--- config.mk ---
export PLATFORM = sky130hd
export DESIGN_NAME = mcd_legality_ctrl
export DESIGN_NICKNAME = d
export VERILOG_FILES = /design/src/rtl/mcd_pkg.sv /design/src/rtl/mcd_legality.sv /design/src/rtl/mcd_index.sv /design/src/rtl/mcd_irq.sv /design/src/rtl/mcd_legality_ctrl.sv
export SDC_FILE = /design/constraint.sdc
export NUM_CORES = 1
export LEC_CHECK = 0
export BUFFER_PORTS_ARGS = -buffer_cell sky130_fd_sc_hd__buf_2
export CAP_MARGIN = 20
export CORE_MARGIN = 1.5
export CORE_UTILIZATION = 46
export CTS_BUF_LIST = sky130_fd_sc_hd__clkbuf_4
export DETAILED_ROUTE_END_ITERATION = 8
export PLACE_DENSITY = 0.81
export REMOVE_ABC_BUFFERS = 1
export SYNTH_ARGS = -nofsm -noshare
export SYNTH_HDL_FRONTEND = slang
export SYNTH_SLANG_ARGS = --single-unit
export TNS_END_PERCENT = 50
--- constraint.sdc ---
create_clock -name clk -period 2 [get_ports clk]
set_input_delay 0.1 -clock clk [delete_from_list [all_inputs] [get_ports clk]]
set_output_delay 0.1 -clock clk [all_outputs]
set_load 0.01 [all_outputs]
--- src/rtl/mcd_pkg.sv ---
package mcd_pkg;
  localparam int DESC_W   = 16;
  localparam int IDX_W    = 7;
  localparam int B_ILL_BC = 11;
  localparam int B_ILL_TX = 10;
  localparam int B_ILL_RX = 9;
  localparam int B_EV_ALL = 8;
  localparam int B_EV_ZERO = 7;
  localparam int S_SSF    = 15;
  localparam int S_BCAST  = 14;
  localparam int S_ME     = 13;

  // next index value: count down by one when stored, floor at zero
  function automatic logic [IDX_W-1:0] f_idx_next(input logic [IDX_W-1:0] idx,
                                                  input logic store);
    logic [IDX_W-1:0] one;
    one = {{(IDX_W-1){1'b0}}, 1'b1};
    if (store && (idx != '0)) return idx - one;
    return idx;
  endfunction

  // index reaches zero on this message
  function automatic logic f_hits_zero(input logic [IDX_W-1:0] idx,
                                       input logic store);
    return store && (idx == {{(IDX_W-1){1'b0}}, 1'b1});
  endfunction

  // which illegalization control applies to this command
  function automatic logic f_illegal(input logic ill_bc, input logic ill_tx,
                                     input logic ill_rx, input logic bcast,
                                     input logic xmit, input logic ok);
    if (!ok)   return 1'b0;
    if (bcast) return ill_bc;
    return xmit ? ill_tx : ill_rx;
  endfunction
endpackage

--- src/rtl/mcd_legality.sv ---
module mcd_legality
  import mcd_pkg::*;
(
  input  logic ill_bc,
  input  logic ill_tx,
  input  logic ill_rx,
  input  logic bcast,
  input  logic xmit,
  input  logic ok,
  output logic illegal,
  output logic ill_bcast,
  output logic ill_cmd,
  output logic no_data
);
  always_comb begin
    illegal   = f_illegal(ill_bc, ill_tx, ill_rx, bcast, xmit, ok);
    ill_bcast = illegal && bcast;
    ill_cmd   = illegal && !bcast;
    no_data   = ill_cmd && xmit;
  end
endmodule

--- src/rtl/mcd_index.sv ---
module mcd_index
  import mcd_pkg::*;
#(
  parameter int IW = IDX_W
) (
  input  logic [IW-1:0] idx_cur,
  input  logic          store,
  output logic [IW-1:0] idx_next,
  output logic          hit_zero
);
  always_comb begin
    idx_next = f_idx_next(idx_cur, store);
    hit_zero = f_hits_zero(idx_cur, store);
  end
endmodule

--- src/rtl/mcd_irq.sv ---
module mcd_irq (
  input  logic store,
  input  logic ev_all_en,
  input  logic ev_zero_en,
  input  logic hit_zero,
  input  logic ill_bcast,
  input  logic ill_cmd,
  input  logic en_bcast,
  input  logic en_cmd,
  output logic irq_bcast,
  output logic irq_cmd,
  output logic irq_sa
);
  always_comb begin
    irq_bcast = ill_bcast && en_bcast;
    irq_cmd   = ill_cmd && en_cmd;
    // two triggers merge into one request
    irq_sa    = store && (ev_all_en || (ev_zero_en && hit_zero));
  end
endmodule

--- src/rtl/mcd_legality_ctrl.sv ---
module mcd_legality_ctrl
  import mcd_pkg::*;
#(
  parameter int DW = DESC_W,
  parameter int IW = IDX_W
) (
  input  logic          clk,
  input  logic          rst_n,
  input  logic          cmd_valid,
  output logic          cmd_ready,
  input  logic [DW-1:0] cmd_desc,
  input  logic          cmd_bcast,
  input  logic          cmd_xmit,
  input  logic          cmd_ok,
  input  logic          ssf_in,
  input  logic          en_ill_bcast,
  input  logic          en_ill_cmd,
  output logic          rsp_valid,
  output logic          rsp_me,
  output logic          rsp_bcast,
  output logic          rsp_no_status,
  output logic          rsp_no_data,
  output logic [DW-1:0] rsp_desc,
  output logic [DW-1:0] rsp_msg_sts,
  output logic          irq_ill_bcast,
  output logic          irq_ill_cmd,
  output logic          irq_sa_event
);
  localparam int UPW = DW - IW;

  // named internal events
  logic          acc;
  logic          w_illegal, w_ill_bc, w_ill_cmd, w_no_data;
  logic          w_store, w_hit_zero;
  logic [IW-1:0] w_idx_next;
  logic          w_irq_b, w_irq_c, w_irq_sa;
  logic          w_vbcast;
  logic [DW-1:0] w_sts;

  assign acc      = cmd_valid && cmd_ready;
  assign w_store  = cmd_ok && !w_illegal;
  assign w_vbcast = cmd_ok && cmd_bcast;

  mcd_legality u_leg (
    .ill_bc   (cmd_desc[B_ILL_BC]),
    .ill_tx   (cmd_desc[B_ILL_TX]),
    .ill_rx   (cmd_desc[B_ILL_RX]),
    .bcast    (cmd_bcast),
    .xmit     (cmd_xmit),
    .ok       (cmd_ok),
    .illegal  (w_illegal),
    .ill_bcast(w_ill_bc),
    .ill_cmd  (w_ill_cmd),
    .no_data  (w_no_data)
  );

  mcd_index #(.IW(IW)) u_idx (
    .idx_cur (cmd_desc[IW-1:0]),
    .store   (w_store),
    .idx_next(w_idx_next),
    .hit_zero(w_hit_zero)
  );

  mcd_irq u_irq (
    .store     (w_store),
    .ev_all_en (cmd_desc[B_EV_ALL]),
    .ev_zero_en(cmd_desc[B_EV_ZERO]),
    .hit_zero  (w_hit_zero),
    .ill_bcast (w_ill_bc),
    .ill_cmd   (w_ill_cmd),
    .en_bcast  (en_ill_bcast),
    .en_cmd    (en_ill_cmd),
    .irq_bcast (w_irq_b),
    .irq_cmd   (w_irq_c),
    .irq_sa    (w_irq_sa)
  );

  always_comb begin
    w_sts          = '0;
    w_sts[S_SSF]   = ssf_in;
    w_sts[S_BCAST] = w_vbcast;
    w_sts[S_ME]    = w_illegal;
  end

  always_ff @(posedge clk) begin
    if (!rst_n) begin
      cmd_ready     <= 1'b0;
      rsp_valid     <= 1'b0;
      rsp_me        <= 1'b0;
      rsp_bcast     <= 1'b0;
      rsp_no_status <= 1'b0;
      rsp_no_data   <= 1'b0;
      rsp_desc      <= '0;
      rsp_msg_sts   <= '0;
      irq_ill_bcast <= 1'b0;
      irq_ill_cmd   <= 1'b0;
      irq_sa_event  <= 1'b0;
    end else begin
      cmd_ready     <= 1'b1;
      rsp_valid     <= acc;
      rsp_me        <= acc && w_illegal;
      rsp_bcast     <= acc && w_vbcast;
      rsp_no_status <= acc && w_vbcast;
      rsp_no_data   <= acc && w_no_data;
      irq_ill_bcast <= acc && w_irq_b;
      irq_ill_cmd   <= acc && w_irq_c;
      irq_sa_event  <= acc && w_irq_sa;
      if (acc) begin
        rsp_desc    <= {cmd_desc[DW-1:IW], w_idx_next};
        rsp_msg_sts <= w_sts;
      end
    end
  end

  // assertions
  AST_ONE_CYCLE_RSP: assert property (@(posedge clk) disable iff (!rst_n)
    acc |=> rsp_valid);
  AST_NO_RSP_IDLE: assert property (@(posedge clk) disable iff (!rst_n)
    !acc |=> !rsp_valid && !irq_sa_event && !irq_ill_cmd && !irq_ill_bcast);
  AST_BCAST_ME: assert property (@(posedge clk) disable iff (!rst_n)
    irq_ill_bcast |-> rsp_me && rsp_bcast && rsp_no_status);
  AST_NODATA_ME: assert property (@(posedge clk) disable iff (!rst_n)
    rsp_no_data |-> rsp_me && !rsp_bcast);
  AST_CMD_IRQ_ME: assert property (@(posedge clk) disable iff (!rst_n)
    irq_ill_cmd |-> rsp_me);
  AST_IDX_FLOOR: assert property (@(posedge clk) disable iff (!rst_n)
    acc && (cmd_desc[IW-1:0] == '0) |=> rsp_desc[IW-1:0] == '0);
  AST_ILLEGAL_KEEPS_IDX: assert property (@(posedge clk) disable iff (!rst_n)
    acc && !w_store |=> rsp_desc == $past(cmd_desc));
  AST_UPPER_KEPT: assert property (@(posedge clk) disable iff (!rst_n)
    acc |=> rsp_desc[DW-1:IW] == $past(cmd_desc[DW-1:IW]));
  AST_ME_IN_STS: assert property (@(posedge clk) disable iff (!rst_n)
    rsp_valid |-> rsp_msg_sts[S_ME] == rsp_me);
  AST_SA_NEEDS_STORE: assert property (@(posedge clk) disable iff (!rst_n)
    irq_sa_event |-> rsp_valid && !rsp_me);
endmodule

==> impl_summary.log, run 1 <==
[metrics] portion of the clock cycle consumed by the worst path in the final layout: 0.863
[metrics] Top reg by flops: rsp_desc
[metrics] number of core rows: 18
[metrics] cell type with the highest aggregate area in the netlist: dfxtp_1
[metrics] area of the mapped netlist: roughly 1300 µm²
[metrics] routed length per placed instance: 11.9 µm
[metrics] largest fanout of any net on the critical path: 18
[metrics] power density normalized to cell area: 611 nW/µm²
[metrics] top cells by area in the synthesized netlist: dfxtp_1 43%, buf_4 8.4%, nand2_1 8.4%
[metrics] number of global-route vias before repair: 985
[metrics] via count: approximately 1.2k
[metrics] post-synthesis sequential area ratio: 0.432
[metrics] type of the worst setup path: in2reg
[metrics] switching part of the total power: 0.270
[metrics] worst clock skew on the final layout: 0.00914 ns
[metrics] clock buffer count from CTS: 3
[metrics] average via count per standard cell: 5.09
[metrics] starting utilization of the core area: 0.496
[metrics] clock tree from TritonCTS: done
[metrics] sequential fraction of design power: 0.589
[metrics] achievable clock frequency: 580 MHz
[metrics] routability congestion estimate: 0.820
[metrics] antenna violations before repair: 0
[metrics] maximum buffer depth of the clock tree: 2
[metrics] cell internal power dissipation: a little over 700 µW
[metrics] clock tree sinks: 27
[metrics] setup_tns: 0 ns
[metrics] hold path endpoint: rsp_desc[11]$_SDFFE_PN0P_
[metrics] depth of the worst register-to-register path: 4
[metrics] worst hold path stage count: 3
[metrics] final layout net count: 231
[metrics] number of enable flip-flop cells after synthesis: 0
[metrics] Commonest cells post-synth: 28 x nand2_1, 27 x dfxtp_1, 14 x buf_4, 12 x a21boi_0
[metrics] overall track demand over capacity in global routing: 0.186
[metrics] run status: completed
[metrics] DRC viols: 0
[metrics] global-route wire length before repair: approximately 4000 µm
[metrics] post-CTS repair timing setup buffer count: 0
[metrics] share of the synthesized area in the top cell type: 0.432
[metrics] later-pin clock latency in the skew report: 0.32 ns
[metrics] Hold Worst Slack: 0.0146 ns
[metrics] worst slack at placement: approximately 0.25 ns
[metrics] Die X-Extent: 55.2 µm
[metrics] number of port buffers: 52
[metrics] Detailed Place HPWL: between 2000 and 2500 µm
[metrics] CTS clk-pin slew, worst paths: 0.15 ns
[metrics] top flop regs: rsp_desc (16), rsp_msg_sts (3)
[metrics] DIE AREA: 3040 µm²
[metrics] synthesis-to-layout area growth: 27.0%
[metrics] Remaining Overflow, GRT: 0
[metrics] Chip Height: ~55 µm
[metrics] count of pins over their slew limit: 0
[metrics] data arrival time of the worst path: a little under 2 ns
[metrics] Total Power Consumption: around 970 µW
[metrics] mean area per synthesized cell: between 8 and 9 µm²
[metrics] post-synthesis cell type count: 25
[metrics] #FFs+latches synth: 27
[metrics] core outline area: 2520 µm²
[metrics] prevailing post-synth register cell: dfxtp_1
[metrics] number of endpoints with negative hold slack in the final report: 0
[metrics] I/O pins: 66
[metrics] Logic pwr share: 0.174
[metrics] kind of capture point of the worst setup path: register
[metrics] worst-case register-to-register setup slack: approximately 0.54 ns
[metrics] pin count of the biggest net entering global routing: 22
[metrics] library cell used as clock root buffer: clkbuf_4
[metrics] number of DRC violations after detailed-routing iteration 0: 7
[metrics] largest vdd supply drop: ~0.37 mV
[metrics] most frequently used cell type in the post-synthesis netlist: nand2_1
[metrics] share of layout cells above drive strength 1: 0.302
[metrics] Final Routed Wirelength: 2770 µm
[metrics] instance count of the mapped netlist: 146
[metrics] proportion of power drawn by the clock network: 0.238
[metrics] final antenna-violating net count: 0
[metrics] type of the worst min-delay path: in2reg
[metrics] # setup viols final: 0
[metrics] leakage power: 0.745 nW
[metrics] Setup crit start kind: primary input
[metrics] # H-tree levels: 1
[metrics] worst r2r dst: irq_ill_cmd$_SDFF_PN0_
[metrics] worst path setup slack after routing: about 0.27 ns
[metrics] critical path data required time: ~2.3 ns
[metrics] Worst R2R Start: cmd_ready$_DFF_P_
[metrics] Ys Warns: 0
[metrics] final worst path period need: 1.73 ns
[metrics] RSZ-0062 raised after global routing: false
[metrics] count of antenna diodes in the layout: 0
[metrics] design area: 1590 µm²
[metrics] share of flip-flops with an asynchronous set or reset after synthesis: 0
[metrics] max-cap viol count: 0
[metrics] startpoint of the most critical hold path: cmd_desc[11]
[metrics] max FFs per register: 16
[metrics] Detailed Routing Iterations Pass 1: 4
[metrics] total placed instance area: between 1000 and 1500 µm²
[metrics] net switching power of the design: 262 µW
==> cell usage in the layout, fill, tap and decap left out, drive strengths merged <==
cell         synthesis  final
clkbuf               8      3
mux2                 2      2
inv                  3      3
nor3                 4      4
dlygate4sd3          0      9
or4                  8      8
dfxtp               27     27
nor2b                1      1
ha                   3      3
nor2                 2      2
o21ai                7      7
clkinvlp             0      1
o31ai                7      7
conb                 1     13
and2                 1      1
and3                 3      3
or3                  1      1
nor3b                1      1
buf                 15     54
a31oi                8      8
a21boi              12     12
nand2               28     28
or2                  1      1
nand3                3      3
==> worst max-delay path by stage <==
stage / start / endpoint / slack, ns
global route: cmd_bcast / rsp_desc[3]$_SDFFE_PN0P_ / 0.21
floorplan: cmd_xmit / rsp_desc[2]$_SDFFE_PN0P_ / 0.50
finish: cmd_bcast / rsp_desc[5]$_SDFFE_PN0P_ / 0.27
global placement: cmd_xmit / rsp_desc[5]$_SDFFE_PN0P_ / 0.34
CTS: cmd_bcast / rsp_desc[5]$_SDFFE_PN0P_ / 0.29
detailed placement: cmd_xmit / rsp_desc[5]$_SDFFE_PN0P_ / 0.25
==> per-layer routing <==
| layer | global-route usage | routed length (µm) |
|---|---|---|
| met1 | 0.221 | 1240 |
| met2 | 0.333 | 1350 |
| met3 | 0.0376 | 176 |
| met4 | 0.0610 | 0 |
| met5 | 0 | 0 |
==> cell type report <==
cell class,instances,area [µm²]
inverters,3,11.3
fillers,235,933
flip-flops and latches,27,541
clock inverters,1,7.51
multi-input cells,105,604
clock buffers,3,22.5
well taps,30,37.5
repair buffers,63,365
==> through the flow <==
| step | util | cells |
|---|---|---|
| 3_5_place_dp | 0.582 | 219 |
| 5_1_grt | 0.630 | 232 |
| 3_3_place_gp | 0.582 | 219 |
| 2_1_floorplan | - | 135 |
| 6_report | 0.630 | 232 |
| 4_1_cts | 0.630 | 232 |
==> kinds of logic after synthesis <==
logic type / after synthesis / share of synthesized area
compound gates: 34 / 0.182
fa+ha+maj: 3 / 0.0300
buf+inv: 26 / 0.121
flops: 27 / 0.432
mux: 2 / 0.0180
other cells: 1 / 0.00300
simple gates: 53 / 0.214
==> power by group through the flow <==
stage | sequential [mW] | clock (mW) | combinational, mW
2_1_floorplan | 0.595 | 0 | 0.0674
3_3_place_gp | 0.583 | 0 | 0.151
3_5_place_dp | 0.584 | 0 | 0.156
4_1_cts | 0.572 | 0.246 | 0.169
5_1_grt | 0.575 | 0.265 | 0.190
6_report | 0.572 | 0.231 | 0.169
==> worst max-delay path, stage by stage <==
cell           delay [ns]
dlygate4sd3_1        0.52
buf_2                0.15
mux2_2               0.48
or4_1                0.54
a31oi_1              0.18
==> repair_timing <==
action	4_1_cts	5_1_grt
gates resized for setup	0	0
endpoints found under the hold margin	8	0
hold buffers	9	0
No activity file was read; power rests on OpenSTA's default activity.
==> run 2: changes to the inputs <==
Settings changed: CORE_UTILIZATION 46 to 41, PLACE_DENSITY 0.81 to 0.77.
Clock period 2 ns to 1.5 ns, I/O delays scaled along.
==> run 2 against run 1 <==
The run now ends with design-rule violations left. Sequential power up 33%. Clock-buffer cell count up 1. Total power up 37%. Critical path depth down 1. Routed wire length up 1.9%. Worst hold slack worse by 0.0056 ns. Sequential share of layout area down 2.2 points. Non-clock buffer count up 14. Largest cell class unchanged.
==> impl_summary.log, run 2 (synthesis results as in run 1) <==
[metrics] run status: finished with violations
[metrics] violated checks: design-rule violations
[metrics] overall track demand over capacity in global routing: 0.164 (-0.0221)
[metrics] DRC viols: 8 (+8)
[metrics] Die X-Extent: 58.2 µm (+5.6%)
[metrics] global-route wire length before repair: 4300 µm (+5.8%)
[metrics] Slowest cell on crit path: dlygate4sd3_1
[metrics] kind of capture point of the worst setup path: register
[metrics] share of layout cells above drive strength 1: 0.352 (+0.0499)
[metrics] Detailed Place HPWL: 2030 µm (+0.99%)
[metrics] count of pins over their slew limit: 0 (unchanged)
[metrics] largest fanout of any net on the critical path: 4 (-14)
[metrics] worst hold path stage count: 3 (unchanged)
[metrics] library cell used as clock root buffer: clkbuf_4
[metrics] Multi-input gate area: 609 µm² (+0.83%)
[metrics] average via count per standard cell: 4.86 (-4.4%)
[metrics] worst clock skew on the final layout: 0.00343 ns (-0.00571 ns)
[metrics] Remaining Overflow, GRT: 0 (unchanged)
[metrics] Chip Height: 58.2 µm (+5.6%)
[metrics] final layout net count: 245 (+6.1%)
[metrics] CTS clk-pin slew, worst paths: 0.13 ns (-0.02 ns)
[metrics] number of core rows: 19 (+1)
[metrics] critical path data required time: 1.76 ns (-0.49 ns)
[metrics] worst-case register-to-register setup slack: 0.05 ns (-0.49 ns)
[metrics] # H-tree levels: 1 (unchanged)
[metrics] number of endpoints with negative hold slack in the final report: 0 (unchanged)
[metrics] type of the worst setup path: reg2reg
[metrics] later-pin clock latency in the skew report: 0.31 ns (about the same)
[metrics] pin count of the biggest net entering global routing: 21 (-4.5%)
[metrics] final worst path period need: 1.45 ns
[metrics] leakage power: 0.815 nW (+9.4%)
[metrics] final antenna-violating net count: 0 (unchanged)
[metrics] top flop regs: rsp_desc (16), rsp_msg_sts (3)
[metrics] fillcell total: 267 (+14%)
[metrics] portion of the clock cycle consumed by the worst path in the final layout: 0.968
[metrics] maximum buffer depth of the clock tree: 2 (unchanged)
[metrics] clock buffer count from CTS: 3 (unchanged)
[metrics] type of the worst min-delay path: in2reg
[metrics] slowest stage delay, CP: 0.56 ns (+0.02 ns)
[metrics] I/O pins: 66 (unchanged)
[metrics] synthesis-to-layout area growth: 36.2%
[metrics] post-CTS repair timing setup buffer count: 0 (unchanged)
[metrics] number of DRC violations after detailed-routing iteration 0: 56 (+49)
[metrics] number of global-route vias before repair: 1044 (+6.0%)
[metrics] starting utilization of the core area: 0.442 (-0.0537)
[metrics] routability congestion estimate: 0.757 (-7.6%)
[metrics] depth of the worst register-to-register path: 4 (unchanged)
[metrics] via count: 1201 (+1.8%)
[metrics] Setup crit start kind: register
[metrics] setup_tns: 0 ns (unchanged)
[metrics] worst r2r dst: rsp_no_data$_SDFF_PN0_
[metrics] # setup viols final: 0 (unchanged)
[metrics] data arrival time of the worst path: 1.72 ns (-0.25 ns)
[metrics] max FFs per register: 16 (unchanged)
[metrics] Final Routed Wirelength: 2820 µm (+1.9%)
[metrics] count of antenna diodes in the layout: 0 (unchanged)
[metrics] clock tree sinks: 27 (unchanged)
[metrics] most frequent cells in the layout: 52 x buf_2, 28 x nand2_1, 26 x dfxtp_1
[metrics] Top reg by flops: rsp_desc
[metrics] hold path endpoint: rsp_desc[9]$_SDFFE_PN0P_
[metrics] series of cell instances along the critical path: and3_4, nand2_1, nor3_1, dlygate4sd3_1
[metrics] worst slack at placement: -0.173 ns (-0.421 ns)
[metrics] core outline area: 2830 µm² (+12%)
[metrics] startpoint of the most critical hold path: cmd_desc[9]
[metrics] worst path setup slack after routing: 0.0479 ns (-0.227 ns)
[metrics] max-cap viol count: 0 (unchanged)
[metrics] commonest non-fill, non-tap cell in the layout: buf_2
[metrics] DIE AREA: 3390 µm² (+11%)
[metrics] Detailed Routing Iterations Pass 1: 7 (+3)
[metrics] Worst R2R Start: cmd_ready$_DFF_P_
[metrics] clock tree from TritonCTS: done
[metrics] Final Core Density: 0.602 (-0.0276)
[metrics] power density normalized to cell area: 780 nW/µm² (+28%)
[metrics] largest vdd supply drop: 0.309 mV (-16%)
[metrics] achievable clock frequency: 689 MHz
[metrics] Hold Worst Slack: 0.00898 ns (-0.00560 ns)
[metrics] number of port buffers: 52 (unchanged)
[metrics] storage element area: 542 µm² (+0.23%)
[metrics] antenna violations before repair: 0 (unchanged)
[metrics] routed length per placed instance: 11.4 µm (-4.3%)
==> run 2: cell count changes in the layout (fill, tap and decap cells not counted) <==
cell           delta
and3_1            -1
and3_4            +1
dfxtp_1           -1
dlygate4sd3_1     +1
buf_4            +13
clkbuf_4          +1
clkinvlp_4        -1
dfxtp_2           +1
==> run 2: critical path, delay by kind of cell (launching register included) <==
family | cells | cell delay [ns]
flip-flops | 1 | 0.36
AND/OR/NAND/NOR | 3 | 0.48
buffers and inverters | 1 | 0.56
==> run 2: worst max path at each step <==
| stage | from | end | slack (ns) | cells after the start |
|---|---|---|---|---|
| final | cmd_ready$_DFF_P_ | rsp_no_data$_SDFF_PN0_ | 0.05 | 4 |
| after global placement | cmd_xmit | rsp_desc[5]$_SDFFE_PN0P_ | -0.11 | 5 |
| after CTS | cmd_ready$_DFF_P_ | rsp_no_data$_SDFF_PN0_ | 0.05 | 4 |
| after floorplan | cmd_xmit | rsp_desc[2]$_SDFFE_PN0P_ | 0.03 | 4 |
| after global routing | cmd_ready$_DFF_P_ | rsp_no_data$_SDFF_PN0_ | -0.003 | 4 |
| after detailed placement | cmd_xmit | rsp_desc[3]$_SDFFE_PN0P_ | -0.17 | 5 |
==> run 2: repair_timing <==
action,CTS,global route
resized for setup,0,2
hold buffers,9,1
endpoints found under the hold margin,8,1
endpoints found under the setup margin,0,1
==> run 2: final cells by class <==
cell class | instances | share of cell area
Multi-Input combinational cell | 105 | 0.358
Sequential cell | 27 | 0.318
Timing Repair Buffer | 77 | 0.278
Tap cell | 31 | 0.0228
Clock buffer | 4 | 0.0176
Inverter | 3 | 0.00661
==> run 2: where the power goes <==
part	internal (mW)	total (mW)	switching (mW)
logic	0.120	0.255	0.135
clock network	0.122	0.313	0.192
registers	0.748	0.761	0.0128
total	0.990	1.33	0.339
==> run 2: metrics by stage <==
step / instances / instance area (µm²) / power, mW
6_report: 247 / 1700 / 1.33
5_1_grt: 247 / 1700 / 1.39
3_3_place_gp: 233 / 1570 / 1.01
4_1_cts: 246 / 1690 / 1.34
2_1_floorplan: 135 / 1160 / 0.883
3_5_place_dp: 233 / 1570 / 1.01
==> run 2: per-layer routing <==
layer | GRT usage | routed length [µm] | part of all wire
met1 | 0.191 | 1250 | 0.44
met3 | 0.0290 | 171 | 0.061
met4 | 0.0598 | 17 | 0.0060
met5 | 0 | 0 | 0
met2 | 0.299 | 1380 | 0.49
==> run 3: changes to the inputs <==
Settings changed: ABC_AREA from default to 1, CORE_UTILIZATION 41 to 43, PLACE_DENSITY 0.77 to 0.78.
==> run 3 against run 2 <==
The run now ends clean. Final cell count grew 18%. Area after synthesis rose by 13%. Die area grew 7.3%. Sequential power is 1% higher. Critical path depth increased by 6. Sequential share of layout area is 1.8 points lower. Setup slack better by 0.16 ns. Clock-buffer cell count down 1. Cell area rose by 5.7%. Utilization down 1.7 points. Critical endpoint is now rsp_desc[1]$_SDFFE_PN0P_.
==> impl_summary.log, run 3 <==
[metrics] run status: completed
[metrics] Global Route met3 Usage: 0.0362 (+0.00723)
[metrics] number of DRC violations after detailed-routing iteration 0: 47 (-16%)
[metrics] DRC viols: 0 (-8)
[metrics] met1 Usage GRT: 0.198 (+0.00780)
[metrics] Top reg by flops: rsp_desc
[metrics] number of port buffers: 52 (unchanged)
[metrics] worst clock skew on the final layout: 0.00269 ns (-0.000742 ns)
[metrics] depth of the worst register-to-register path: 7 (+3)
[metrics] top cells by area in the synthesized netlist: dfxtp_1 38%, nand2_1 7.7%, buf_4 7.4%
[metrics] Worst R2R Start: cmd_ready$_DFF_P_
[metrics] overall track demand over capacity in global routing: 0.163 (-0.000768)
[metrics] design area: 1800 µm² (+5.7%)
[metrics] top flop regs: rsp_desc (16), rsp_msg_sts (3)
[metrics] later-pin clock latency in the skew report: 0.32 ns (about the same)
[metrics] post-synthesis sequential area ratio: 0.382 (-0.0497)
[metrics] Most Crowded Layer GR: met2
[metrics] I/O pins: 66 (unchanged)
[metrics] data arrival time of the worst path: 1.53 ns (-0.19 ns)
[metrics] share of layout cells above drive strength 1: 0.332 (-0.0199)
[metrics] library cell used as clock root buffer: clkbuf_4
[metrics] antenna violations before repair: 0 (unchanged)
[metrics] Ys Warns: 0 (unchanged)
[metrics] count of pins over their slew limit: 0 (unchanged)
[metrics] Commonest cells post-synth: 29 x nand2_1, 28 x nor2_1, 27 x dfxtp_1, 18 x inv_1, 14 x buf_4
[metrics] final layout net count: 276 (+13%)
[metrics] startpoint of the most critical hold path: cmd_bcast
[metrics] type of the worst min-delay path: in2reg
[metrics] clock buffer count from CTS: 3 (unchanged)
[metrics] via count: 1242 (+3.4%)
[metrics] achievable clock frequency: 777 MHz (+13%)
[metrics] prevailing post-synth register cell: dfxtp_1
[metrics] largest vdd supply drop: 0.363 mV (+18%)
[metrics] number of core rows: 20 (+1)
[metrics] clock tree from TritonCTS: done
[metrics] # setup viols final: 0 (unchanged)
[metrics] max FFs per register: 16 (unchanged)
[metrics] worst hold path stage count: 3 (unchanged)
[metrics] clock tree sinks: 27 (unchanged)
[metrics] portion of the clock cycle consumed by the worst path in the final layout: 0.859 (-0.110)
[metrics] CTS clk-pin slew, worst paths: 0.14 ns (about the same)
[metrics] final worst path period need: 1.29 ns (-0.164 ns)
[metrics] type of the worst setup path: in2reg
[metrics] post-CTS repair timing setup buffer count: 0 (unchanged)
[metrics] synthesis-to-layout area growth: 27.3%
[metrics] global routing met2 resource utilization: 0.298 (-0.000565)
[metrics] hold path endpoint: rsp_no_status$_SDFF_PN0_
[metrics] mean area per synthesized cell: 7.68 µm² (-10%)
[metrics] Die X-Extent: 60.3 µm (+3.6%)
[metrics] Chip Height: 60.3 µm (+3.6%)
[metrics] core outline area: 3080 µm² (+8.8%)
[metrics] max-cap viol count: 0 (unchanged)
[metrics] share of the synthesized area in the top cell type: 0.382 (-0.0497)
[metrics] global-route wire length before repair: 4610 µm (+7.2%)
[metrics] number of enable flip-flop cells after synthesis: 0 (unchanged)
[metrics] DIE AREA: 3640 µm² (+7.3%)
[metrics] most frequently used cell type in the post-synthesis netlist: nand2_1
[metrics] total placed instance area: 1670 µm² (+6.5%)
[metrics] post-synthesis cell type count: 26 (+4.0%)
[metrics] #FFs+latches synth: 27 (unchanged)
[metrics] routability congestion estimate: 0.814 (+7.5%)
[metrics] Remaining Overflow, GRT: 0 (unchanged)
[metrics] Detailed Place HPWL: 2190 µm (+7.9%)
[metrics] worst-case register-to-register setup slack: 0.40 ns (+0.35 ns)
[metrics] RSZ-0062 raised after global routing: false
[metrics] power density normalized to cell area: 775 nW/µm² (-0.63%)
[metrics] cell type with the highest aggregate area in the netlist: dfxtp_1
[metrics] average via count per standard cell: 4.27 (-12%)
[metrics] share of flip-flops with an asynchronous set or reset after synthesis: 0 (unchanged)
[metrics] Final Routed Wirelength: 2820 µm (about the same)
[metrics] setup_tns: 0 ns (unchanged)
[metrics] number of global-route vias before repair: 1141 (+9.3%)
[metrics] instance count of the mapped netlist: 184 (+26%)
[metrics] critical path data required time: 1.74 ns (-0.02 ns)
[metrics] area of the mapped netlist: 1410 µm² (+13%)
[metrics] leakage power: 0.976 nW (+20%)
[metrics] largest fanout of any net on the critical path: 8 (+4)
[metrics] starting utilization of the core area: 0.459 (+0.0171)
[metrics] number of endpoints with negative hold slack in the final report: 0 (unchanged)
[metrics] maximum buffer depth of the clock tree: 2 (unchanged)
[metrics] most frequent cells in the layout: 52 x buf_2, 29 x nand2_1, 28 x nor2_1
[metrics] commonest non-fill, non-tap cell in the layout: buf_2
[metrics] final antenna-violating net count: 0 (unchanged)
[metrics] worst r2r dst: rsp_msg_sts[13]$_SDFFE_PN0P_
[metrics] routed length per placed instance: 9.70 µm (-15%)
[metrics] # H-tree levels: 1 (unchanged)
[metrics] Detailed Routing Iterations Pass 1: 2 (-5)
[metrics] count of antenna diodes in the layout: 0 (unchanged)
[metrics] kind of capture point of the worst setup path: register
[metrics] Setup crit start kind: primary input
[metrics] pin count of the biggest net entering global routing: 18 (-14%)
==> run 3: changes by cell type after synthesis, moves of 8 or more <==
| cell | change |
|---|---|
| a21boi_0 | -12 |
| a31oi_1 | -8 |
| inv_1 | +15 |
| nor2_1 | +26 |
==> run 3: layout make-up <==
class                   instances  area [µm²]
inverters                      23        88.8
clock inverters                 1        7.51
fillers                       294        1280
flip-flops and latches         27         541
clock buffers                   3        22.5
multi-input cells             127         696
repair buffers                 66         390
well taps                      44        55.1
==> run 3: worst max-delay path by stage <==
| stage | end | cells after the start | slack, ns | start |
|---|---|---|---|---|
| floorplan | rsp_desc[6]$_SDFFE_PN0P_ | 5 | 0.22 | cmd_ready$_DFF_P_ |
| global placement | rsp_desc[1]$_SDFFE_PN0P_ | 9 | 0.30 | cmd_desc[0] |
| detailed placement | rsp_desc[1]$_SDFFE_PN0P_ | 9 | 0.27 | cmd_desc[0] |
| CTS | rsp_desc[1]$_SDFFE_PN0P_ | 10 | 0.21 | cmd_desc[10] |
| global route | rsp_desc[1]$_SDFFE_PN0P_ | 10 | 0.05 | cmd_desc[10] |
| finish | rsp_desc[1]$_SDFFE_PN0P_ | 10 | 0.21 | cmd_desc[10] |
==> run 3: critical path, cell delays in order <==
cell and delay (ns):
dlygate4sd3_1 0.54, buf_2 0.13, inv_2 0.04, nand2_1 0.07
nand3_4 0.12, nand3_4 0.14, o21ai_0 0.22, nand3_1 0.09
nand2_1 0.06, inv_1 0.03
==> run 3: per-stage QoR <==
step | hold slack, ns | setup WS, ns | instances | power [mW] | utilization
floorplan | 0.103 | 0.224 | 177 | 0.962 | -
global placement | 0.297 | 0.301 | 277 | 1.08 | 0.543
detailed placement | 0.309 | 0.271 | 277 | 1.08 | 0.543
CTS | 0.00351 | 0.208 | 291 | 1.42 | 0.585
global route | 0.00422 | 0.0521 | 291 | 1.49 | 0.585
finish | 0.0193 | 0.212 | 291 | 1.40 | 0.585
==> run 3: repair_timing <==
item	in CTS	in global routing
endpoints found under the hold margin	10	0
setup endpoints to repair	0	0
gates resized for setup	0	0
hold buffers	10	0
==> run 3: report_power, final <==
part | switching (mW) | internal (mW) | leakage (nW) | total, mW
sequential | 0.0160 | 0.755 | 0.222 | 0.771
clock | 0.211 | 0.102 | 0.0139 | 0.312
combinational | 0.183 | 0.129 | 0.740 | 0.312
==> run 3: cells by family after synthesis <==
family                     Yosys count  synth area share
xor gates and xnor gates             4            0.0248
AOI/OAI and AO/OA                   21            0.0796
other                                1           0.00265
DFF                                 27             0.382
and+or+nand+nor                     86             0.327
buffers and inverters               42             0.158
adders and majority gates            3            0.0266
==> run 3: layer usage <==
metal	wire length, µm	up-vias	part of all wire
li1	-	667	-
met1	1270	532	0.45
met2	1370	41	0.48
met3	178	2	0.063
met4	10	0	0.0035
met5	0	-	0
